File: src/rtl/hash_regfront_pkg.sv
package hash_regfront_pkg;

  localparam int DATA_W   = 32;
  localparam int ADDR_W   = 6;
  localparam int Q_DEPTH  = 8;

  typedef enum logic [1:0] {
    ALG_MD5    = 2'd0,
    ALG_SHA1   = 2'd1,
    ALG_SHA224 = 2'd2,
    ALG_SHA256 = 2'd3
  } algo_e;

  // Register word indices (byte offset / 4)
  localparam logic [2:0] IDX_RESET  = 3'd0;
  localparam logic [2:0] IDX_LENHI  = 3'd1;
  localparam logic [2:0] IDX_LENLO  = 3'd2;
  localparam logic [2:0] IDX_CTRL   = 3'd3;
  localparam logic [2:0] IDX_STATUS = 3'd4;
  localparam logic [2:0] IDX_INTEN  = 3'd5;
  localparam logic [2:0] IDX_CLEAR  = 3'd6;
  localparam logic [2:0] IDX_QUEUE  = 3'd7;

  // Status bit positions
  localparam int ST_AVAIL = 0;
  localparam int ST_NEW   = 1;
  localparam int ST_EMPTY = 2;
  localparam int ST_EARLY = 3;

  typedef struct packed {
    logic       wrReset;
    logic       wrLenHi;
    logic       wrLenLo;
    logic       wrCtrl;
    logic       wrIntEn;
    logic       wrIntClr;
    logic       popQueue;
    logic       rdEn;
    logic       rdHit;
    logic [2:0] rdSel;
  } strobe_t;

  function automatic logic [3:0] digestWords(input logic [1:0] algo);
    case (algo_e'(algo))
      ALG_MD5:    digestWords = 4'd4;
      ALG_SHA1:   digestWords = 4'd5;
      ALG_SHA224: digestWords = 4'd7;
      default:    digestWords = 4'd8;
    endcase
  endfunction

  function automatic logic [31:0] reorderBytes(input logic [31:0] w,
                                               input logic [1:0] order);
    case (order)
      2'd0:    reorderBytes = w;
      2'd1:    reorderBytes = {w[7:0],   w[15:8],  w[23:16], w[31:24]};
      2'd2:    reorderBytes = {w[23:16], w[31:24], w[15:8],  w[7:0]};
      default: reorderBytes = {w[15:8],  w[7:0],   w[31:24], w[23:16]};
    endcase
  endfunction

endpackage

File: src/rtl/hash_regfront_ctrl.sv
module hash_regfront_ctrl
  import hash_regfront_pkg::*;
#(
  parameter int ADDR_BITS = ADDR_W
) (
  input  logic [ADDR_BITS-1:0] busAddr,
  input  logic                 busWrEn,
  input  logic                 busRdEn,
  output strobe_t              strb
);

  logic       inWindow;
  logic [2:0] wordIdx;
  logic       wrOk;

  assign inWindow = (busAddr[1:0] == 2'b00) && (busAddr[ADDR_BITS-1:5] == '0);
  assign wordIdx  = busAddr[4:2];
  assign wrOk     = busWrEn && inWindow;

  always_comb begin
    strb          = '0;
    strb.wrReset  = wrOk && (wordIdx == IDX_RESET);
    strb.wrLenHi  = wrOk && (wordIdx == IDX_LENHI);
    strb.wrLenLo  = wrOk && (wordIdx == IDX_LENLO);
    strb.wrCtrl   = wrOk && (wordIdx == IDX_CTRL);
    strb.wrIntEn  = wrOk && (wordIdx == IDX_INTEN);
    strb.wrIntClr = wrOk && (wordIdx == IDX_CLEAR);
    strb.popQueue = busRdEn && inWindow && (wordIdx == IDX_QUEUE);
    strb.rdEn     = busRdEn;
    strb.rdHit    = busRdEn && inWindow;
    strb.rdSel    = wordIdx;
  end

endmodule

File: src/rtl/hash_regfront_dp.sv
module hash_regfront_dp
  import hash_regfront_pkg::*;
#(
  parameter int DEPTH = Q_DEPTH,
  parameter int DW    = DATA_W
) (
  input  logic               clk,
  input  logic               rstN,
  input  strobe_t            strb,
  input  logic [DW-1:0]      busWrData,
  input  logic               msgWrEn,
  input  logic [DW-1:0]      msgWrData,
  input  logic               coreDone,
  input  logic [DEPTH*DW-1:0] coreDigest,
  output logic [DW-1:0]      busRdData,
  output logic               coreRst,
  output logic [1:0]         coreAlgo,
  output logic [2*DW-1:0]    coreLenBits,
  output logic               coreDataValid,
  output logic [DW-1:0]      coreData,
  output logic               irq,
  output logic [3:0]         statusVec,
  output logic [3:0]         intEnVec,
  output logic [$clog2(DEPTH+1)-1:0] qCount
);

  localparam int CNT_W = $clog2(DEPTH + 1);
  localparam int PTR_W = $clog2(DEPTH);

  logic              softRst;
  logic              hold;
  logic [DW-1:0]     lenHi, lenLo;
  logic [1:0]        algo, order;
  logic              cfgDone;
  logic [3:0]        status, intEn;
  logic [DW-1:0]     qWords [DEPTH];
  logic [PTR_W-1:0]  rdPtr;
  logic              qEmpty;
  logic              popEmpty;
  logic              earlyWr;
  logic [3:0]        setMask, clrMask;
  logic [DW-1:0]     qHead;

  assign hold     = strb.wrReset ? busWrData[0] : softRst;
  assign qEmpty   = (qCount == '0);
  assign popEmpty = strb.popQueue && qEmpty;
  assign earlyWr  = msgWrEn && !cfgDone;
  assign qHead    = qEmpty ? '0 : qWords[rdPtr];

  always_comb begin
    setMask           = '0;
    setMask[ST_AVAIL] = coreDone;
    setMask[ST_NEW]   = coreDone;
    setMask[ST_EMPTY] = popEmpty;
    setMask[ST_EARLY] = earlyWr;
    clrMask           = strb.wrIntClr ? busWrData[3:0] : 4'b0;
  end

  // Soft reset and interrupt enable
  always_ff @(posedge clk or negedge rstN) begin
    if (!rstN) begin
      softRst <= 1'b0;
      intEn   <= '0;
    end else begin
      softRst <= hold;
      if (strb.wrIntEn) intEn <= busWrData[3:0];
    end
  end

  // Configuration registers
  always_ff @(posedge clk or negedge rstN) begin
    if (!rstN) begin
      lenHi   <= '0;
      lenLo   <= '0;
      algo    <= '0;
      order   <= '0;
      cfgDone <= 1'b0;
    end else if (hold) begin
      lenHi   <= '0;
      lenLo   <= '0;
      algo    <= '0;
      order   <= '0;
      cfgDone <= 1'b0;
    end else begin
      if (strb.wrLenHi) lenHi <= busWrData;
      if (strb.wrLenLo) lenLo <= busWrData;
      if (strb.wrCtrl) begin
        algo    <= busWrData[1:0];
        order   <= busWrData[9:8];
        cfgDone <= 1'b1;
      end
    end
  end

  // Interrupt status, write-one-to-clear with set priority
  always_ff @(posedge clk or negedge rstN) begin
    if (!rstN)     status <= '0;
    else if (hold) status <= '0;
    else           status <= (status & ~clrMask) | setMask;
  end

  // Result queue
  always_ff @(posedge clk or negedge rstN) begin
    if (!rstN) begin
      qCount <= '0;
      rdPtr  <= '0;
      for (int i = 0; i < DEPTH; i++) qWords[i] <= '0;
    end else if (hold) begin
      qCount <= '0;
      rdPtr  <= '0;
    end else if (coreDone) begin
      qCount <= CNT_W'(digestWords(algo));
      rdPtr  <= '0;
      for (int i = 0; i < DEPTH; i++) qWords[i] <= coreDigest[i*DW +: DW];
    end else if (strb.popQueue && !qEmpty) begin
      qCount <= qCount - 1'b1;
      rdPtr  <= rdPtr + 1'b1;
    end
  end

  // Registered read data
  always_ff @(posedge clk or negedge rstN) begin
    if (!rstN) begin
      busRdData <= '0;
    end else if (strb.rdEn) begin
      if (!strb.rdHit) begin
        busRdData <= '0;
      end else begin
        case (strb.rdSel)
          IDX_RESET:  busRdData <= {{(DW-1){1'b0}}, softRst};
          IDX_LENHI:  busRdData <= lenHi;
          IDX_LENLO:  busRdData <= lenLo;
          IDX_CTRL:   busRdData <= {{(DW-10){1'b0}}, order, 6'b0, algo};
          IDX_STATUS: busRdData <= {{(DW-4){1'b0}}, status};
          IDX_INTEN:  busRdData <= {{(DW-4){1'b0}}, intEn};
          IDX_QUEUE:  busRdData <= qHead;
          default:    busRdData <= '0;
        endcase
      end
    end
  end

  // Message data forwarding with byte reorder
  always_ff @(posedge clk or negedge rstN) begin
    if (!rstN) begin
      coreDataValid <= 1'b0;
      coreData      <= '0;
    end else begin
      coreDataValid <= msgWrEn && !hold && cfgDone;
      if (msgWrEn && !hold && cfgDone) coreData <= reorderBytes(msgWrData, order);
    end
  end

  assign coreRst     = softRst;
  assign coreAlgo    = algo;
  assign coreLenBits = {lenHi, lenLo};
  assign irq         = |(status & intEn);
  assign statusVec   = status;
  assign intEnVec    = intEn;

endmodule

File: src/rtl/hash_regfront.sv
module hash_regfront
  import hash_regfront_pkg::*;
#(
  parameter int ADDR_BITS = ADDR_W,
  parameter int DEPTH     = Q_DEPTH
) (
  input  logic                  clk,
  input  logic                  rstN,
  input  logic [ADDR_BITS-1:0]  busAddr,
  input  logic                  busWrEn,
  input  logic [31:0]           busWrData,
  input  logic                  busRdEn,
  output logic [31:0]           busRdData,
  input  logic                  msgWrEn,
  input  logic [31:0]           msgWrData,
  output logic                  coreRst,
  output logic [1:0]            coreAlgo,
  output logic [63:0]           coreLenBits,
  output logic                  coreDataValid,
  output logic [31:0]           coreData,
  input  logic                  coreDone,
  input  logic [DEPTH*32-1:0]   coreDigest,
  output logic                  irq
);

  strobe_t                       strb;
  logic [3:0]                    statusVec;
  logic [3:0]                    intEnVec;
  logic [$clog2(DEPTH+1)-1:0]    qCount;

  hash_regfront_ctrl #(.ADDR_BITS(ADDR_BITS)) i_ctrl (
    .busAddr (busAddr),
    .busWrEn (busWrEn),
    .busRdEn (busRdEn),
    .strb    (strb)
  );

  hash_regfront_dp #(.DEPTH(DEPTH), .DW(32)) i_dp (
    .clk           (clk),
    .rstN          (rstN),
    .strb          (strb),
    .busWrData     (busWrData),
    .msgWrEn       (msgWrEn),
    .msgWrData     (msgWrData),
    .coreDone      (coreDone),
    .coreDigest    (coreDigest),
    .busRdData     (busRdData),
    .coreRst       (coreRst),
    .coreAlgo      (coreAlgo),
    .coreLenBits   (coreLenBits),
    .coreDataValid (coreDataValid),
    .coreData      (coreData),
    .irq           (irq),
    .statusVec     (statusVec),
    .intEnVec      (intEnVec),
    .qCount        (qCount)
  );

endmodule

File: config.mk
export PLATFORM = sky130hd
export DESIGN_NAME = hash_regfront
export DESIGN_NICKNAME = d
export VERILOG_FILES = /design/src/rtl/hash_regfront_pkg.sv /design/src/rtl/hash_regfront_ctrl.sv /design/src/rtl/hash_regfront_dp.sv /design/src/rtl/hash_regfront.sv
export SDC_FILE = /design/constraint.sdc
export NUM_CORES = 1
export LEC_CHECK = 0
export BUFFER_PORTS_ARGS = -buffer_cell sky130_fd_sc_hd__buf_2
export CORE_UTILIZATION = 40
export CTS_BUF_LIST = sky130_fd_sc_hd__clkbuf_2 sky130_fd_sc_hd__clkbuf_4 sky130_fd_sc_hd__clkbuf_8
export DETAILED_ROUTE_END_ITERATION = 7
export PLACE_DENSITY = 0.6
export SYNTH_ARGS = -nofsm -noshare
export SYNTH_HDL_FRONTEND = slang
export SYNTH_SLANG_ARGS = --single-unit
File: constraint.sdc
create_clock -name clk -period 6.35 [get_ports clk]
set_clock_uncertainty 0.1 [all_clocks]
set_input_delay 0.9525 -clock clk [delete_from_list [all_inputs] [get_ports clk]]
set_output_delay 0.9525 -clock clk [all_outputs]
set_load 0.05 [all_outputs]
==> impl_metrics.yaml <==
placement:
  place_congestion: 0.817
  numPlacedInstances: 2337
  post-dp-hpwl_um: 38700
  portBuffers: 464
global_routing:
  first_global_vias: 13900
  met1_usage_pct: 29.6
  maximum_number_of_pins_on_one_net_before_global_route_repair: 166
  overflow: 0
  layer_with_the_highest_usage: "met2"
  grtUsageMet2_pct: 37.6
  grt.total_usage_pct: 23.5
  grt_pass1_wl_um: 84300
  initial_antenna_violation_count: 26
  grt_util_met3_pct: 8.32
floorplanning:
  die-width_um: 218
  die_area_sq_mm: 0.0476
  fp-row-count: 78
  dieHeight_um: 218
  io-pin-count: 465
  initial_utilization_pct: 40.9
  design.core.area_sq_mm: 0.0458
setup_path:
  required_ns: 6.78
  critPathBufInv: 2
  worst_r2r_startpoint: "i_dp.rdPtr[0]"
  worst-path-max-fanout: 101
  timing_worst_setup_path_type: "in -> reg"
  slowest_library_cell_on_the_worst_path: "and3_4"
  crit_path_start_kind: "primary input"
  r2r_cells: 4
  logic_depth_of_the_worst_path_buffers_included: 6
  critical_path.cell_chain: "buf_2 -> or4b_4 -> o41ai_2 -> and3_4 -> buf_12 -> mux2_2"
  worst-endpoint-arrival_ns: 3.86
  cp-end-kind: "register"
  reg2reg_to: "i_dp.busRdData[8]"
  cp_slowest_stage_delay_ns: 0.68
  regToRegSetupSlack_ns: 3.44
  critical-path-top-delay-family: "simple AND/OR/NAND/NOR gates"
cells_and_area:
  finish.net_count: 2149
  seqCellArea_sq_mm: 0.0102
  layout-area-overhead-vs-synth_pct: 22.8
  final.fill_count: 4124
  post-route-util_pct: 50.2
  multi_input_logic_area_sq_mm: 0.00795
  stdcell_count: 2480
  final_layout_size_suffix_gt1_share_pct: 42.9
power:
  report.power.total_mw: 7.34
  p_leak_nw: 10.2
  cellInternalPower_mw: 5.05
  power.density_cell_area_mw_per_mm2: 320
  p_comb_share_pct: 21.3
  p_clk_share_pct: 35.0
  sequentialPowerShare_pct: 43.7
  vdd.ir_drop.worst_uv: 325
  switchingPower_mw: 2.29
  switching_share_pct: 31.3
flow_run:
  max_cap_viol_count: 0
logic_synthesis:
  post_synthesis_sequential_element_count: 406
  synthesis.instances: 1367
  async_flop_share_pct: 100
  synth_area_leaders: "dfrtp_1 (54%), mux2_1 (12%), mux4_2 (9.6%)"
  yosysTopAreaCell: "dfrtp_1"
  synth_edf_count: 0
  synth_top_cell_area_share_pct: 54.3
  synth_area_per_cell_sq_um: 13.7
  synth-warning-count: 0
  synthDistinctLibCells: 44
  yosys_most_used_dff: "dfrtp_1"
  net_count_after_synthesis: 1703
  synthesis.area_sq_mm: 0.0187
  seq_total_area_yosys_pct: 54.3
sta:
  fin_setup_tns_ns: 0
  post-route-min-period_ns: 3.43
  fin_crit_sh_pct: 54.0
  timing_worst_slew_pin_value_ns: 1.08
  slew_viol_final: 0
  grt_setup_unrepaired: "no"
  final_hold_violations: 0
  total_setup_violations_reported_at_the_end_of_the_flow: 0
  fmax_mhz: 292
  relSlewSlack_pct: 27.9
clocking:
  cts.repair_timing.setup_buffer_count: 0
  worstSkewPairLatency_ns: 0.65
  cts_resized: 0
  cts_buffers: 74
  cts.sinks: 406
  cts_root_buffer: "clkbuf_8"
  clk_transition_reported_paths_ns: 0.05
  cts_htree_levels: 3
  tritoncts: "done"
  clockBufferDepth: 3
  holdBufCountCts: 0
route:
  drt_wl_total_um: 55600
  dr.pass1.iters: 5
  route.vias.total: 13400
  drt-vias-per-instance: 5.39
  drt-wirelength-per-cell_um: 22.4
  ant_nets: 0
  post-route-drc-count: 0
  drt_first_iter_violations: 860
min_path:
  path_class_of_the_lowest_slack_min_delay_path: "in -> async"
status:
  run_status: "finished clean"
## worst max path at each step
stage	slack (ns)	end	from
2_1_floorplan	3.43	i_dp.qWords[100]	busAddr[1]
3_3_place_gp	2.39	i_dp.qWords[12]	busAddr[1]
3_5_place_dp	2.33	i_dp.qWords[13]	busAddr[1]
4_1_cts	3.03	i_dp.qWords[13]	busAddr[1]
5_1_grt	2.86	i_dp.qWords[14]	busAddr[1]
6_report	2.92	i_dp.qWords[15]	busAddr[1]
## registers in the layout, summed over array words and instances, names as in the netlist, 2 cells and up
name            count
i_dp.intEnVec       4
i_dp.statusVec      4
i_dp.coreAlgo       2
i_dp.busRdData     32
i_dp.coreData      32
i_dp.lenLo         32
i_dp.qWords       256
i_dp.lenHi         32
i_dp.rdPtr          3
i_dp.qCount         4
i_dp.order          2
## area by class of cell
class,instances,area share [%]
diodes,16,0.174
clock buffers,115,6.21
clock inverters,12,0.447
inverters,8,0.131
multi-input cells,845,34.6
flip-flops and latches,406,44.3
well taps,600,3.27
repair buffers,478,10.9
## cell usage after synthesis, types with 4 or more instances
master    instances
dfrtp_1         406
mux2_1          202
nand2_1         160
mux2_2           94
a21oi_1          85
mux4_2           80
clkbuf_1         60
mux2i_1          56
a22oi_1          33
nor2_1           29
o221ai_1         29
buf_6            27
buf_2            14
inv_1             8
nand4_1           8
buf_1             7
nor2b_1           7
o21ai_0           7
nor3_1            6
and3_1            5
nand3_1           5
a211oi_1          4
ha_1              4
## placed cells by master, fill, tap and decap left out, types with 3 or more instances in the layout
cell type,n
a211oi_1,4
a21oi_1,85
a22oi_1,33
buf_12,5
buf_2,463
buf_4,9
clkbuf_4,25
clkbuf_8,90
clkinv_2,6
clkinvlp_4,3
dfrtp_1,401
dfrtp_2,3
diode_2,16
ha_1,4
inv_1,7
mux2_1,202
mux2_2,94
mux2i_1,56
mux4_2,80
nand2_1,158
nand2b_1,3
nand3_2,3
nand4_1,8
nor2_1,29
nor2b_1,5
nor3_1,6
o21ai_0,7
o221ai_1,29
o31ai_1,3
xor2_1,3
## power groups by stage
stage / sequential (mW) / clock, mW / combinational [mW]
after floorplan: 3.65 / 0 / 0.671
after global placement: 3.23 / 0 / 1.55
after detailed placement: 3.25 / 0 / 1.58
after CTS: 3.21 / 2.64 / 1.58
after global routing: 3.26 / 2.76 / 1.67
final: 3.21 / 2.57 / 1.56
## cells by family after synthesis
logic type,count (synthesis),synth area share (%)
buffers and inverters,116,3.51
flip-flops,406,54.3
XOR/XNOR,4,0.187
AO/OA/AOI/OAI,171,5.92
adder cells (fa/ha/maj),4,0.268
multiplexers,432,30.5
AND/OR/NAND/NOR,234,5.35
## per-stage QoR
stage / hold slack, ns / instance area [sq um] / worst slack [ns]
4_1_cts: 0.280 / 22900 / 3.03
3_3_place_gp: 0.361 / 21400 / 2.39
6_report: 0.230 / 23000 / 2.92
2_1_floorplan: 0.352 / 18700 / 3.43
5_1_grt: 0.323 / 22900 / 2.86
3_5_place_dp: 0.369 / 21400 / 2.33
## per-layer routing
| metal | wire [um] | up-vias | part of all wire, % |
|---|---|---|---|
| met5 | 120 | - | 0.22 |
| met4 | 1420 | 22 | 2.6 |
| met3 | 4480 | 116 | 8.1 |
| met2 | 26500 | 467 | 48 |
| met1 | 23100 | 6831 | 41 |
| li1 | - | 5932 | - |
Power figures use the tool's default switching activity.
